$ cat config.mk
export PLATFORM = sky130hd
export DESIGN_NAME = flash_done_poller
export DESIGN_NICKNAME = d
export VERILOG_FILES = /design/src/rtl/fdp_pkg.sv /design/src/rtl/fdp_eval.sv /design/src/rtl/fdp_wdog.sv /design/src/rtl/flash_done_poller.sv
export SDC_FILE = /design/constraint.sdc
export NUM_CORES = 1
export LEC_CHECK = 0
export BUFFER_PORTS_ARGS = -buffer_cell sky130_fd_sc_hd__buf_2
export CAP_MARGIN = 20
export CORE_ASPECT_RATIO = 1.25
export CORE_UTILIZATION = 40
export DETAILED_ROUTE_END_ITERATION = 10
export PLACE_DENSITY = 0.71
export SETUP_SLACK_MARGIN = 0.1
export SYNTH_ARGS = -nofsm -noshare
export SYNTH_HDL_FRONTEND = slang
export SYNTH_SLANG_ARGS = --single-unit
$ cat constraint.sdc
create_clock -name clk -period 2 [get_ports clk]
set_input_delay 0.6 -clock clk [delete_from_list [all_inputs] [get_ports clk]]
set_output_delay 0.6 -clock clk [all_outputs]
set_load 0.1 [all_outputs]
$ cat src/rtl/fdp_pkg.sv
// Shared types and constants of the flash completion status poller.
// Assumes 8-bit status bytes with the completion, toggle and limit flags
// at the fixed bit positions given below.
package fdp_pkg;
    typedef enum logic [1:0] {ST_IDLE, ST_READ, ST_WRITE} fdp_state_e;
    typedef enum logic [1:0] {PH_FIRST, PH_NORMAL, PH_CONFIRM} fdp_phase_e;
    typedef enum logic [1:0] {VD_NEXT, VD_CONFIRM, VD_PASS, VD_FAIL} fdp_verdict_e;

    localparam int unsigned POLL_BIT   = 7;
    localparam int unsigned TOGGLE_BIT = 6;
    localparam int unsigned LIMIT_BIT  = 5;
    localparam logic [7:0]  RESET_CMD  = 8'hF0;
endpackage

$ cat src/rtl/fdp_eval.sv
// Judges one status read. Purely combinational.
// Assumes the caller passes the flag bits of the current read, the expected
// completion bit, the toggle bit of the previous read and the watchdog's
// last-read indication.
module fdp_eval
    import fdp_pkg::*;
(
    input  logic         toggle_mode,
    input  fdp_phase_e   phase,
    input  logic         cur_poll,
    input  logic         cur_toggle,
    input  logic         cur_limit,
    input  logic         exp_poll,
    input  logic         prev_toggle,
    input  logic         wd_last,
    output fdp_verdict_e verdict
);
    logic settled;

    // Completion test of the selected mode.
    always_comb begin
        if (toggle_mode) settled = (cur_toggle == prev_toggle);
        else             settled = (cur_poll == exp_poll);
    end

    // Decide pass, fail, confirm or keep polling.
    always_comb begin
        if (phase == PH_CONFIRM)
            verdict = settled ? VD_PASS : VD_FAIL;
        else if (phase == PH_FIRST)
            verdict = wd_last ? VD_FAIL : VD_NEXT;
        else if (settled)
            verdict = VD_PASS;
        else if (cur_limit)
            verdict = VD_CONFIRM;
        else if (wd_last)
            verdict = VD_FAIL;
        else
            verdict = VD_NEXT;
    end
endmodule

$ cat src/rtl/fdp_wdog.sv
// Counts the reads of one run and flags the read that uses up the budget.
// Assumes MAX_READS >= 1. The count is cleared when a run is accepted.
module fdp_wdog #(
    parameter int MAX_READS = 4096
) (
    input  logic clk,
    input  logic rst_n,
    input  logic clear,
    input  logic step,
    output logic last
);
    localparam int CNT_W = $clog2(MAX_READS + 1);
    localparam logic [CNT_W-1:0] LAST_IDX = CNT_W'(MAX_READS - 1);
    localparam logic [CNT_W-1:0] TOP_IDX  = CNT_W'(MAX_READS);

    logic [CNT_W-1:0] cnt;

    // Read counter, saturating at the budget.
    always_ff @(posedge clk) begin
        if (!rst_n || clear)
            cnt <= '0;
        else if (step && cnt != TOP_IDX)
            cnt <= cnt + 1'b1;
    end

    assign last = (cnt == LAST_IDX);
endmodule

$ cat src/rtl/flash_done_poller.sv
// Host-side engine that polls a flash status byte until an embedded program
// or erase finishes. Supports data-polling and toggle modes, the one-read
// recheck after the time-limit flag, a read-count watchdog, and an optional
// F0h reset write after a fail.
// Assumes a read bus that acknowledges each request with a one-cycle rd_ack
// carrying rd_data, and a write bus that acknowledges with wr_ack.
module flash_done_poller
    import fdp_pkg::*;
#(
    parameter int ADDR_W    = 19,
    parameter int MAX_READS = 4096
) (
    input  logic              clk,
    input  logic              rst_n,
    input  logic              start,
    input  logic              toggle_mode,
    input  logic [ADDR_W-1:0] poll_addr,
    input  logic [7:0]        expect_byte,
    input  logic              is_erase,
    input  logic              reset_on_fail,
    output logic              rd_req,
    output logic [ADDR_W-1:0] rd_addr,
    input  logic              rd_ack,
    input  logic [7:0]        rd_data,
    output logic              wr_req,
    output logic [ADDR_W-1:0] wr_addr,
    output logic [7:0]        wr_data,
    input  logic              wr_ack,
    output logic              done,
    output logic              pass,
    output logic              fail
);
    fdp_state_e        state;
    fdp_phase_e        phase_q;
    fdp_verdict_e      verdict;
    logic [ADDR_W-1:0] addr_q;
    logic              exp_q;
    logic              mode_q;
    logic              rof_q;
    logic              prev_q;
    logic              wd_last;
    logic              accept;
    logic              rd_done;
    logic              unused_bits;

    assign accept      = (state == ST_IDLE) && start;
    assign rd_done     = (state == ST_READ) && rd_ack;
    assign unused_bits = ^{rd_data[4:0], expect_byte[6:0]};

    fdp_wdog #(.MAX_READS(MAX_READS)) u_wdog (
        .clk   (clk),
        .rst_n (rst_n),
        .clear (accept),
        .step  (rd_done),
        .last  (wd_last)
    );

    fdp_eval u_eval (
        .toggle_mode (mode_q),
        .phase       (phase_q),
        .cur_poll    (rd_data[POLL_BIT]),
        .cur_toggle  (rd_data[TOGGLE_BIT]),
        .cur_limit   (rd_data[LIMIT_BIT]),
        .exp_poll    (exp_q),
        .prev_toggle (prev_q),
        .wd_last     (wd_last),
        .verdict     (verdict)
    );

    // Run sequencer: latch the request, issue reads, act on each verdict.
    always_ff @(posedge clk) begin
        if (!rst_n) begin
            state   <= ST_IDLE;
            phase_q <= PH_NORMAL;
            addr_q  <= '0;
            exp_q   <= 1'b0;
            mode_q  <= 1'b0;
            rof_q   <= 1'b0;
            prev_q  <= 1'b0;
            rd_req  <= 1'b0;
            wr_req  <= 1'b0;
            done    <= 1'b0;
            pass    <= 1'b0;
            fail    <= 1'b0;
        end else begin
            done <= 1'b0;
            pass <= 1'b0;
            fail <= 1'b0;
            case (state)
                ST_IDLE: begin
                    if (start) begin
                        addr_q  <= poll_addr;
                        exp_q   <= is_erase | expect_byte[POLL_BIT];
                        mode_q  <= toggle_mode;
                        rof_q   <= reset_on_fail;
                        phase_q <= toggle_mode ? PH_FIRST : PH_NORMAL;
                        rd_req  <= 1'b1;
                        state   <= ST_READ;
                    end
                end
                ST_READ: begin
                    if (rd_ack) begin
                        prev_q <= rd_data[TOGGLE_BIT];
                        case (verdict)
                            VD_NEXT:    phase_q <= PH_NORMAL;
                            VD_CONFIRM: phase_q <= PH_CONFIRM;
                            VD_PASS: begin
                                rd_req <= 1'b0;
                                state  <= ST_IDLE;
                                done   <= 1'b1;
                                pass   <= 1'b1;
                            end
                            default: begin
                                rd_req <= 1'b0;
                                if (rof_q) begin
                                    wr_req <= 1'b1;
                                    state  <= ST_WRITE;
                                end else begin
                                    state <= ST_IDLE;
                                    done  <= 1'b1;
                                    fail  <= 1'b1;
                                end
                            end
                        endcase
                    end
                end
                default: begin
                    if (wr_ack) begin
                        wr_req <= 1'b0;
                        state  <= ST_IDLE;
                        done   <= 1'b1;
                        fail   <= 1'b1;
                    end
                end
            endcase
        end
    end

    assign rd_addr = addr_q;
    assign wr_addr = addr_q;
    assign wr_data = RESET_CMD;
endmodule

Word-level counts from Yosys, hierarchy flattened

Index checks and enable logic that the tools add are counted.

Register bits: 45
Bits of input ports: 43
Output and inout port bits: 51
Logic and storage cells: 86

Add/sub/neg operators: 1
Equal/unequal tests: 14
Muxes and demuxes: 36
Bitwise operators: 2
Reduce and logical (&&, ||, !) cells: 20

Operators with widths:

| kind                                                                     | count |
|---|---|
| 2-bit 2-to-1 mux                                                         | 11 |
| 1-bit 2-to-1 mux                                                         | 16 |
| 2-bit case mux with 2 select lines                                       | 4 |
| 13-bit by 1-bit adder with 13-bit output (second input constant)         | 1 |
| 13-bit by 12-bit == test with 1-bit output (second input constant)       | 1 |
| 13-bit inequality test (second input constant)                           | 1 |
| 4-bit AND reduction                                                      | 3 |
| 2-bit inequality test (second input constant)                            | 5 |
| 1-bit case mux with 2 select lines                                       | 5 |
| 2-bit logical NOT                                                        | 3 |
| 5-bit AND reduction                                                      | 1 |
| 2-bit by 1-bit == test with 1-bit output (second input constant)         | 2 |
| 2-bit == test (second input constant)                                    | 2 |
| 2-bit AND reduction                                                      | 2 |
| 2-bit nonzero test                                                       | 2 |
| 1-bit logical AND                                                        | 3 |
| 3-bit by 1-bit inequality test with 1-bit output (second input constant) | 1 |
| 3-bit AND reduction                                                      | 1 |
| 3-bit nonzero test                                                       | 1 |
| 3-bit OR reduction                                                       | 1 |
| 1-bit == test                                                            | 2 |
| 2-bit OR reduction                                                       | 1 |
| 1-bit logical NOT                                                        | 1 |
| 1-bit logical OR                                                         | 1 |
| other kinds (2)                                                          | 2 |

Depth between registers and ports, before layout

Word-level depth: 11
Gate-level depth with buffers: 6
Gate-level depth less buffers: 6

Cells and area by module

Synthesis repeated with hierarchy kept, for this count alone.

Cell total of the unflattened synthesis: 269
Area, all modules: 2403.6 um^2

By module, submodules not included:

| module            | times used | cells an instance | area an instance (um^2) | sequential area each (um^2) |
|---|---|---|---|---|
| flash_done_poller | 1          | 172               | 1584.0                  | 640.6 |
| fdp_wdog          | 1          | 85                | 725.7                   | 260.2 |
| fdp_eval          | 1          | 12                | 93.8                    | 0.0 |

Worst setup path before layout

Ideal clock, no wire load.

Path kind: reg2out
Start point: register addr_q[0], in the netlist rd_addr[0]
End point: output port wr_addr[0]
Arrival time: 1.373 ns
Required time: 1.400 ns
Setup slack: 0.027 ns
Stages on the path, launching flop included: 2
Path buffers: 1
Cells stage by stage: dfxtp_1 -> buf_4

RTL lines:

| item                   | RTL line                | text |
|---|---|---|
| from (decl)            | flash_done_poller.sv:36 | `logic [ADDR_W-1:0] addr_q;` |
| from (signal assigned) | flash_done_poller.sv:92 | `addr_q <= poll_addr;` |
| to (decl)              | flash_done_poller.sv:26 | `output logic [ADDR_W-1:0] wr_addr,` |

No word-level cell between the ends.

Worst setup path after layout

Start point: register u_wdog.cnt[0]
End point: register state[0]

Word-level cells in the longest chain between the ends: 11
Elaborated cells between the ends (all ways): 15
Those cells by class: eq/ne (4); mux (8); reduce/logical (3)

Ends and longest elaborated chain:

| item                                                                                 | RTL line                       | text |
|---|---|---|
| from (decl)                                                                          | fdp_wdog.sv:16                 | `logic [CNT_W-1:0] cnt;` |
| from (signal assigned)                                                               | fdp_wdog.sv:23                 | `cnt <= cnt + 1'b1;` |
| 13-bit by 12-bit == test with 1-bit output (*)                                       | fdp_wdog.sv:26                 | `assign last = (cnt == LAST_IDX);` |
| 2-bit 2-to-1 mux (*)                                                                 | fdp_eval.sv:31, fdp_eval.sv:36 |  |
| 2-bit 2-to-1 mux                                                                     | fdp_eval.sv:34                 | `else if (cur_limit)` |
| 2-bit 2-to-1 mux                                                                     | fdp_eval.sv:32                 | `else if (settled)` |
| 2-bit 2-to-1 mux (*)                                                                 | fdp_eval.sv:30                 | `else if (phase == PH_FIRST)` |
| 2-bit 2-to-1 mux (*)                                                                 | fdp_eval.sv:28                 | `if (phase == PH_CONFIRM)` |
| 2-bit by 1-bit == test with 1-bit output / 2-bit logical NOT (equally long branches) | flash_done_poller.sv:104       | `case (verdict)` |
| 2-bit OR reduction (no source line)                                                  | --                             |  |
| 2-bit case mux with 2 select lines                                                   | flash_done_poller.sv:104       |  |
| 2-bit 2-to-1 mux                                                                     | flash_done_poller.sv:102       | `if (rd_ack) begin` |
| 2-bit case mux with 2 select lines                                                   | flash_done_poller.sv:89        | `case (state)` |
| to (signal assigned)                                                                 | flash_done_poller.sv:98        | `state <= ST_READ;` |
| to (signal assigned)                                                                 | flash_done_poller.sv:109       | `state <= ST_IDLE;` |
| to (signal assigned)                                                                 | flash_done_poller.sv:117       | `state <= ST_WRITE;` |
| to (decl)                                                                            | flash_done_poller.sv:33        | `fdp_state_e state;` |

Every way passes the cells marked *; elsewhere a longest branch is shown, timed or not. The select of a mux whose other input is x is not followed.
A chain may end at the register's enable or synchronous reset.

==> reports/metrics.csv <==
metric,value,unit
crit path to,state[0],
Peak Freq,582,MHz
"Max FO, Critical Path",6,
depth of the CTS H-tree,2,
"Top FF cell, synth",dfxtp_1,
Die Y,85.1,um
Antenna Cells,0,
Post-DRT Antenna Nets,0,
nets@finish,365,
Crit Path Class,register to register,
Inst Count DP,375,
number of distinct library cells after synthesis,44,
total gr overflow,0,
synth-to-layout area growth,17.8,%
Avg WL per Cell,11.4,um
fin crit share,85.9,%
LEAKAGE,1.16,nW
Critical Path RT,2220,ps
IO Pins,94,
post-synthesis async set-or-reset flop share,0,%
outcome,completed,
endpoint type of the worst setup path,register,
max cap viols,0,
insertion delay to the later sink of the worst-skew pair,300,ps
Post-Route Setup TNS,0,ps
DP Area,2500,um^2
critical path arrival,1940,ps
Core Box Area,5190,um^2
drc violations,0,
Period minus WS final,1720,ps
GRT Resource Usage Total,16.0,%
"setup slack, reg-to-reg",280,ps
met3 usage,4.57,%
Worst Skew,5.63,ps
clock sinks,45,
initial antenna violation count,0,
iteration count of the initial detailed-routing pass,5,
max-slew violations,0,
vias per cell,4.99,
Post-Layout Cell Count,382,
share of layout cells above drive strength 1,34.7,%
DRT iter0 DRCs,61,
Startpoint Class,register,
clk slew on worst S/H paths,80,ps
Seq. cell area,925,um^2
Post-Syn Instances,265,
area of the multi-input gates,1050,um^2
RSZ-0062 raised after global routing,false,
Final GP Congestion,0.825,
worst reg2reg path endpoint,state[0],
Netlist Area Pre-Place,2210,um^2
CTS Root Cell,clkbuf_8,
row count,29,
Post-synth EDFFs,0,
Avg Inst Size Synth,8.33,um^2
port bufs,73,
Yosys warnings,0,
Num CTS Buffers,5,
reg2reg path depth,6,
power density cells,909,nW/um^2
count of final hold-check violations,0,
dpl ws,27.9,ps
largest net degree at the start of global routing,25,
DR vias,1907,
setup ws final,282,ps
GRT met1 Usage,17.2,%
final wirelength,4360,um
reg2reg start,u_wdog.cnt[0],
Peak VDD IR,0.373,mV
first-pass GRT wire length,7110,um
total power draw,2.36,mW
clk buf depth,2,
TritonCTS clock tree,yes,
crit path launch,u_wdog.cnt[0],
# setup viols final,0,
HPWL Detailed,3270,um
#FFs+latches synth,45,
grt peak-use layer,met2,
Hold Crit Class,register to register,
fill count,502,
cell area after layout,2600,um^2
Initial Util,42.6,%
sequential share of the synthesized area,40.8,%
Die X,68.5,um
die area,5820,um^2
vias in the first global route,1672,
GR Layer Usage met2,27.9,%
==> kinds of logic (layout without fill, tap and decap cells) <==
kind of cell	count (synthesis)	in the layout	share of synthesized area (%)
DFF	45	45	40.8
other	2	8	0.340
buffers and inverters	44	93	12.5
AOI/OAI and AO/OA	47	47	14.9
and+or+nand+nor	111	111	24.5
xor gates and xnor gates	10	10	3.97
adders and majority gates	2	2	1.13
muxes	4	4	1.87
==> critical path, cell delays in order (launching register included) <==
cell and delay, ps:
dfxtp_1 350, ha_1 240, and3b_1 190, nand4_1 210, a22oi_1 140, or2_2 310, a41oi_1 200
==> layer usage <==
| metal | vias to the layer above | share of wire [%] | wire length [um] |
|---|---|---|---|
| met2 | 65 | 49 | 2140 |
| met3 | 8 | 7.3 | 318 |
| li1 | 975 | - | - |
| met4 | 0 | 1.8 | 80 |
| met5 | - | 0 | 0 |
| met1 | 859 | 42 | 1820 |
==> report_power, final <==
| part | switching, mW | internal, mW |
|---|---|---|
| Combinational | 0.600 | 0.134 |
| Clock | 0.293 | 0.363 |
| Sequential | 0.0319 | 0.942 |
==> synthesized netlist by cell type (2+ instances only) <==
library cell,number,area share (%)
a21oi_1,7,1.6
nand2b_1,2,0.57
a41o_1,2,0.91
conb_1,2,0.34
nor3_1,9,2.0
xor2_1,4,1.6
nand3_1,4,0.91
nand4_1,3,0.85
nor4_1,2,0.57
a211oi_1,2,0.68
inv_1,6,1.0
nor4b_1,2,0.79
and3b_1,2,0.79
o21ai_0,7,1.6
buf_4,27,9.2
ha_1,2,1.1
nor2_1,18,3.1
xnor2_1,6,2.4
or3_1,3,0.85
nor2b_1,2,0.57
clkbuf_1,8,1.4
buf_2,2,0.45
and4_1,3,1.2
mux2i_1,3,1.4
dfxtp_1,45,41
nand2_1,54,9.2
a21boi_0,21,7.1
==> worst min-delay path by stage <==
stage | from | end | slack, ps | cells past startpoint
final | rd_addr[15] | rd_addr[15] | 470 | 2
after detailed placement | rd_addr[15] | rd_addr[15] | 460 | 2
after floorplan | rof_q | rof_q | 460 | 2
after global placement | rd_addr[18] | rd_addr[18] | 450 | 2
after CTS | rd_addr[15] | rd_addr[15] | 470 | 2
after global routing | rd_addr[4] | rd_addr[4] | 490 | 2
==> cell type report <==
| type | instances | share of cell area (%) |
|---|---|---|
| clock inverter | 2 | 1.35 |
| inverter | 6 | 0.866 |
| multi-input combinational | 182 | 40.5 |
| timing repair buffer | 80 | 16.1 |
| tap | 62 | 2.98 |
| clock buffer | 5 | 2.65 |
| sequential | 45 | 35.5 |
==> sequential cells by signal, indices dropped and copies added, names as in the netlist <==
| signal | flops |
|---|---|
| mode_q | 1 |
| phase_q | 2 |
| prev_q | 1 |
| state | 2 |
| pass | 1 |
| fail | 1 |
| u_wdog.cnt | 13 |
| wr_req | 1 |
| rof_q | 1 |
| rd_req | 1 |
| rd_addr | 19 |
| done | 1 |
| exp_q | 1 |
==> repair_timing <==
action	in CTS	in global routing
buffers inserted	0	0
hold buffers	0	0
endpoints found under the setup margin	0	1
gates resized for setup	0	1
==> per-stage QoR <==
stage / utilization, % / hold WS (ps)
floorplan: - / 457
global placement: 48.1 / 451
detailed placement: 48.1 / 459
CTS: 50.1 / 472
global route: 50.1 / 490
finish: 50.1 / 466
==> cells in the final DEF (no fill, tap or decap), drive strengths merged, types with 2 or more instances in the layout <==
master,instances
a211oi,2
a21boi,21
a21oi,7
a41o,2
and3b,2
and4,3
buf,80
clkbuf,5
conb,8
dfxtp,45
ha,2
inv,6
mux2i,3
nand2,54
nand2b,2
nand3,5
nand4,3
nor2,18
nor2b,2
nor3,9
nor3b,2
nor4,2
nor4b,2
o21ai,7
or3,3
xnor2,6
xor2,4
Note: power is estimated with default switching activity, not from simulation.
